[src/rtl/phy_pwr_pkg.sv]
package phy_pwr_pkg;
  typedef enum logic [1:0] {
    PM_NORMAL    = 2'd0,
    PM_IEEE_PD   = 2'd1,
    PM_ACT_SLEEP = 2'd2,
    PM_PAS_SLEEP = 2'd3
  } pm_mode_t;

  localparam int          CTRL_W     = 16;
  localparam int          BIT_CLKOFF = 15;
  localparam int          BIT_PSEN   = 14;
  localparam int          MODE_LSB   = 12;
  localparam logic [15:0] CTRL_RESET = 16'h0103;
  localparam logic [15:0] CTRL_WMASK = 16'hF000;
endpackage

[src/rtl/phy_pwr_reg.sv]
module phy_pwr_reg
  import phy_pwr_pkg::*;
(
  input  logic              clk,
  input  logic              rst,
  input  logic              wr_en,
  input  logic [CTRL_W-1:0] wr_data,
  input  logic              wake_clr,
  output logic [CTRL_W-1:0] ctrl_q
);
  always_ff @(posedge clk) begin
    if (rst) begin
      ctrl_q <= CTRL_RESET;
    end else if (wr_en) begin
      ctrl_q <= (wr_data & CTRL_WMASK) | (CTRL_RESET & ~CTRL_WMASK);
    end else if (wake_clr) begin
      ctrl_q[BIT_PSEN] <= 1'b0;
    end
  end


  wr_fields_chk: assert property (@(posedge clk) disable iff (rst)
    wr_en |=> ((ctrl_q & CTRL_WMASK) == ($past(wr_data) & CTRL_WMASK)));


  wake_clears_en_chk: assert property (@(posedge clk) disable iff (rst)
    (wake_clr && !wr_en) |=> !ctrl_q[BIT_PSEN]);
endmodule

[src/rtl/phy_pwr_seq.sv]
module phy_pwr_seq
  import phy_pwr_pkg::*;
(
  input  logic     clk,
  input  logic     rst,
  input  logic     clkoff,
  input  logic     psen,
  input  pm_mode_t mode,
  input  logic     energy_det,
  output logic     wake_clr,
  output logic     analog_en,
  output logic     datapath_en,
  output logic     edet_en,
  output logic     clk_en,
  output logic     beacon_en
);
  pm_mode_t eff;
  logic     in_sleep;

  always_comb begin
    eff      = psen ? mode : PM_NORMAL;
    in_sleep = (eff == PM_ACT_SLEEP) || (eff == PM_PAS_SLEEP);
    wake_clr = in_sleep && energy_det;
  end

  always_ff @(posedge clk) begin
    if (rst) begin
      analog_en   <= 1'b1;
      datapath_en <= 1'b1;
      edet_en     <= 1'b1;
      clk_en      <= 1'b1;
      beacon_en   <= 1'b0;
    end else begin
      analog_en   <= (eff == PM_NORMAL);
      datapath_en <= (eff == PM_NORMAL);
      edet_en     <= (eff != PM_IEEE_PD);
      clk_en      <= !((eff == PM_IEEE_PD) && clkoff);
      beacon_en   <= (eff == PM_ACT_SLEEP);
    end
  end


  clk_off_only_pd_chk: assert property (@(posedge clk) disable iff (rst)
    !clk_en |-> ($past(psen) && ($past(mode) == PM_IEEE_PD)));


  clk_gate_quiet_chk: assert property (@(posedge clk) disable iff (rst)
    !$stable(clk_en) |-> ($past({clkoff, psen, mode}) != $past({clkoff, psen, mode}, 2)));
endmodule

[src/rtl/phy_pwr_beacon.sv]
module phy_pwr_beacon #(
  parameter int unsigned CLK_HZ    = 125_000_000,
  parameter int unsigned BEACON_MS = 1400
) (
  input  logic clk,
  input  logic rst,
  input  logic en,
  output logic pulse
);
  localparam int unsigned PERIOD = (CLK_HZ / 1000) * BEACON_MS;
  localparam int          CNT_W  = (PERIOD > 1) ? $clog2(PERIOD) : 1;

  logic [CNT_W-1:0] cnt;

  always_ff @(posedge clk) begin
    if (rst || !en) begin
      cnt   <= '0;
      pulse <= 1'b0;
    end else if (cnt == CNT_W'(PERIOD - 1)) begin
      cnt   <= '0;
      pulse <= 1'b1;
    end else begin
      cnt   <= cnt + 1'b1;
      pulse <= 1'b0;
    end
  end


  pulse_single_chk: assert property (@(posedge clk) disable iff (rst)
    pulse |=> !pulse);


  pulse_needs_en_chk: assert property (@(posedge clk) disable iff (rst)
    pulse |-> $past(en));
endmodule

[src/rtl/phy_pwr_ctrl.sv]
module phy_pwr_ctrl
  import phy_pwr_pkg::*;
#(
  parameter int unsigned CLK_HZ    = 125_000_000,
  parameter int unsigned BEACON_MS = 1400
) (
  input  logic        clk,
  input  logic        rst,
  input  logic        wr_en,
  input  logic [15:0] wr_data,
  input  logic        energy_det,
  output logic [15:0] rd_data,
  output logic        analog_en,
  output logic        datapath_en,
  output logic        edet_en,
  output logic        clk_en,
  output logic        nlp_req
);
  logic [CTRL_W-1:0] ctrl_q;
  logic              wake_clr;
  logic              beacon_en;

  phy_pwr_reg u_reg (
    .clk      (clk),
    .rst      (rst),
    .wr_en    (wr_en),
    .wr_data  (wr_data),
    .wake_clr (wake_clr),
    .ctrl_q   (ctrl_q)
  );

  phy_pwr_seq u_seq (
    .clk         (clk),
    .rst         (rst),
    .clkoff      (ctrl_q[BIT_CLKOFF]),
    .psen        (ctrl_q[BIT_PSEN]),
    .mode        (pm_mode_t'(ctrl_q[MODE_LSB+1:MODE_LSB])),
    .energy_det  (energy_det),
    .wake_clr    (wake_clr),
    .analog_en   (analog_en),
    .datapath_en (datapath_en),
    .edet_en     (edet_en),
    .clk_en      (clk_en),
    .beacon_en   (beacon_en)
  );

  phy_pwr_beacon #(
    .CLK_HZ    (CLK_HZ),
    .BEACON_MS (BEACON_MS)
  ) u_beacon (
    .clk   (clk),
    .rst   (rst),
    .en    (beacon_en),
    .pulse (nlp_req)
  );

  assign rd_data = ctrl_q;


  write_beats_wake_chk: assert property (@(posedge clk) disable iff (rst)
    (wr_en && wake_clr) |=> (rd_data[BIT_PSEN] == $past(wr_data[BIT_PSEN])));
endmodule

[config.mk]
export PLATFORM = sky130hd
export DESIGN_NAME = phy_pwr_ctrl
export DESIGN_NICKNAME = d
export VERILOG_FILES = /design/src/rtl/phy_pwr_pkg.sv /design/src/rtl/phy_pwr_reg.sv /design/src/rtl/phy_pwr_seq.sv /design/src/rtl/phy_pwr_beacon.sv /design/src/rtl/phy_pwr_ctrl.sv
export SDC_FILE = /design/constraint.sdc
export NUM_CORES = 1
export LEC_CHECK = 0
export BUFFER_PORTS_ARGS = -buffer_cell sky130_fd_sc_hd__buf_2
export CELL_PAD_IN_SITES_DETAIL_PLACEMENT = 0
export CELL_PAD_IN_SITES_GLOBAL_PLACEMENT = 1
export CORE_UTILIZATION = 35
export DETAILED_ROUTE_END_ITERATION = 7
export PLACE_DENSITY_LB_ADDON = 0.1
export SKIP_LAST_GASP = 1
export SYNTH_ARGS = -nofsm -noshare
export SYNTH_HDL_FRONTEND = slang
export SYNTH_SLANG_ARGS = --single-unit
export TNS_END_PERCENT = 100
[constraint.sdc]
create_clock -name clk -period 1.8 [get_ports clk]
set_input_delay 0.36 -clock clk [delete_from_list [all_inputs] [get_ports clk]]
set_output_delay 0.36 -clock clk [all_outputs]
set_load 0.005 [all_outputs]
==> summary.md <==
| Metric | Value |
|---|---|
| CP Data Arrival Time | 1.98 ns |
| Final instance area | 2212 um^2 |
| Register Area | 744.5 um^2 |
| Setup crit start kind | register |
| Ys Warns | 0 |
| Initial DRC Count | 58 |
| EDFF count, synth | 0 |
| Maxcap violations | 0 |
| CTS Buf Count | 5 |
| Via count | 1493 |
| Setup ws final | 0.01219 ns |
| Area contributors post-synth | dfxtp_1 41%, xnor2_1 8.3%, nor2_1 7.1%, buf_4 6.3%, nand2_1 3.5% |
| Die ar. | 5432 um^2 |
| Endpoints failing setup | 0 |
| Clk root buf | clkbuf_8 |
| Vias in the first global route | 1383 |
| Drt pass-1 iters | 4 |
| Wire per inst | 12.35 um |
| Port bufs | 16 |
| R2R setup slack | 0.01 ns |
| Fin crit share | 99.32% |
| Hold Worst Slack | 0.2931 ns |
| Grt ovf | 0 |
| IR drop worst, VDD | 374.2 uV |
| Pwr Total | 1.724 mW |
| Cts hold-fix bufs | 0 |
| TritonCTS clock tree | yes |
| Area after DPL | 2033 um^2 |
| Largest net degree at the start of global routing | 19 |
| Critical-path top delay cell | or4b_4 |
| Post-synth top area cell | dfxtp_1 |
| Syn_area_per_cell | 8.734 um^2 |
| Multi-input gate area | 958.4 um^2 |
| Maximum buffer depth of the clock tree | 2 |
| R2r worst-path depth | 6 |
| Num Clock Sinks | 37 |
| Rows | 25 |
| Static Leak | 0.7859 nW |
| CP Capture Point | u_beacon.cnt[13] |
| Data required, critical path | 1.99 ns |
| Worst setup path start | u_beacon.cnt[13] |
| Netlist Area Pre-Place | 1799 um^2 |
| Cell-by-cell trace of the critical path | or4b_4, nor4_4, nand4_4, o21ai_4, buf_12, nor2_1 |
| R2r endpoint | u_beacon.cnt[13] |
| Seq/Total Area, Yosys | 41.17% |
| Fillers | 480 |
| H-tree depth | 2 |
| Final Max Tran Viols | 0 |
| GP Congestion | 0.7575 |
| Vias/cell | 4.847 |
| Antenna Cells | 0 |
| Final Routed Wirelength | 3803 um |
| First-pass GRT wire length | 6617 um |
| Remaining DRCs | 0 |
| Unique masters post-synth | 38 |
| Total GRT Usage | 16.40% |
| Core area | 4848 um^2 |
| Initial antenna violation count | 0 |
| Status | finished, final reports clean |
| CP max FO | 18 |
| Clock Latency Late Sink | 0.29 ns |
| Worst flop-to-flop path startpoint | u_beacon.cnt[13] |
| Post-DRT Antenna Nets | 0 |
| F_max | 559.3 MHz |
| Async SR Flop Fraction | 0% |
| Clock slew at reported path FFs | 0.07 ns |
| Pwr dens | 779.2 nW/um^2 |
| Worst setup path category | register to register |
| Final net count | 261 |
| Util after Layout | 45.63% |
| Most frequent cell after synthesis | dfxtp_1 |
| Synth-to-layout area growth | 22.95% |
| Chip Width | 73.70 um |
| Post-detail-place hpwl | 2786 um |
| Share of post-route cells with drive strength above 1 | 25.31% |
| Critical Path End Type | register |
| #FFs+latches synth | 37 |
| # IOs | 41 |
| Slowest stage delay, CP | 0.55 ns |
| Gate Count Post-Synth | 206 |
| Initial cell density of the core | 37.11% |
| Post-place setup slack | 0.006210 ns |
| RSZ-0062 raised after global routing | yes |
| Synth top cells by count | 37 x dfxtp_1, 34 x nor2_1, 17 x nand2_1, 17 x xnor2_1, 15 x buf_4 |
| Period minus WS final | 1.788 ns |
| Share of the synthesized area in the top cell type | 41.17% |
| Min-delay worst type | input port to register |
| Hold Vio Cnt, Final | 0 |
| Die Y | 73.70 um |
| Worst Skew | 0.004024 ns |
| Ys flop type | dfxtp_1 |
## cell type report
| class | count | share of cell area (%) |
|---|---|---|
| clock buffer | 5 | 3.111 |
| clock inverter | 3 | 2.941 |
| inverter | 2 | 0.3394 |
| multi-input combinational | 153 | 43.33 |
| sequential | 37 | 33.65 |
| tap | 67 | 3.790 |
| timing repair buffer | 41 | 12.84 |
## cells in the final DEF, fill, tap and decap left out, types with 4 or more instances in the layout
cell,count
buf_2,16
xor2_1,5
clkbuf_8,5
nand2_1,17
xnor2_1,17
and4_1,4
dfxtp_1,34
a21oi_1,5
conb_1,12
nor4_1,4
nand3_1,8
nand4_1,7
buf_4,23
nor2_1,34
nor3_1,8
## per-stage QoR
step           TNS [ns]  std cells
2_1_floorplan   -0.1035        216
3_3_place_gp          0        298
3_5_place_dp          0        298
4_1_cts        -0.02684        307
5_1_grt          -1.690        308
6_report              0        308
## worst min-delay path by stage
stage,start,to,slack (ns),cells after the start
after detailed placement,u_reg.ctrl_q[15],u_seq.clk_en,0.43,1
after CTS,wr_data[14],u_reg.ctrl_q[14],0.28,3
after global routing,wr_data[14],u_reg.ctrl_q[14],0.28,3
after global placement,u_reg.ctrl_q[15],u_seq.clk_en,0.42,1
after floorplan,u_reg.ctrl_q[15],u_seq.clk_en,0.41,1
final,wr_data[14],u_reg.ctrl_q[14],0.29,3
## critical path, delay by kind of cell, from the launching register on
family | cells | cell delay [ns]
simple gates | 4 | 1.01
flops | 1 | 0.31
compound gates | 1 | 0.20
buf+inv | 1 | 0.16
## repair_timing
item                                    4_1_cts  5_1_grt
resized for setup                             0        6
endpoints found under the setup margin       14       22
setup buffers                                 1        1
pin swaps                                     0        3
## flip-flops by register name, indices dropped and copies added, names as in the netlist
register / flops
u_seq.edet_en: 1
u_seq.analog_en: 1
u_beacon.cnt: 28
u_reg.ctrl_q: 4
u_seq.beacon_en: 1
u_beacon.pulse: 1
u_seq.clk_en: 1
## cells by family (layout without fill, tap and decap cells)
family          Yosys count  in the layout  share of synthesized area [%]
compound gates           13             13                          4.938
xor+xnor                 22             22                          10.71
fa+ha+maj                 1              1                         0.6953
buf+inv                  26             51                          9.040
flops                    37             37                          41.17
mux                       3              3                          1.669
other cells               2             12                         0.4174
simple gates            102            102                          31.36
## layer usage
metal	global-route usage, %	part of all wire [%]
met3	5.624	4.1
met1	20.30	46
met4	6.838	1.4
met2	25.89	49
met5	0	0
## power by group
| part | leakage [nW] | internal, mW | total [mW] | switching, mW |
|---|---|---|---|---|
| logic | 0.417 | 0.0171 | 0.0368 | 0.0198 |
| registers | 0.300 | 0.824 | 0.830 | 0.00589 |
| clock network | 0.0681 | 0.550 | 0.857 | 0.307 |
| total | 0.786 | 1.39 | 1.72 | 0.332 |
(Power assumes the default switching activity.)
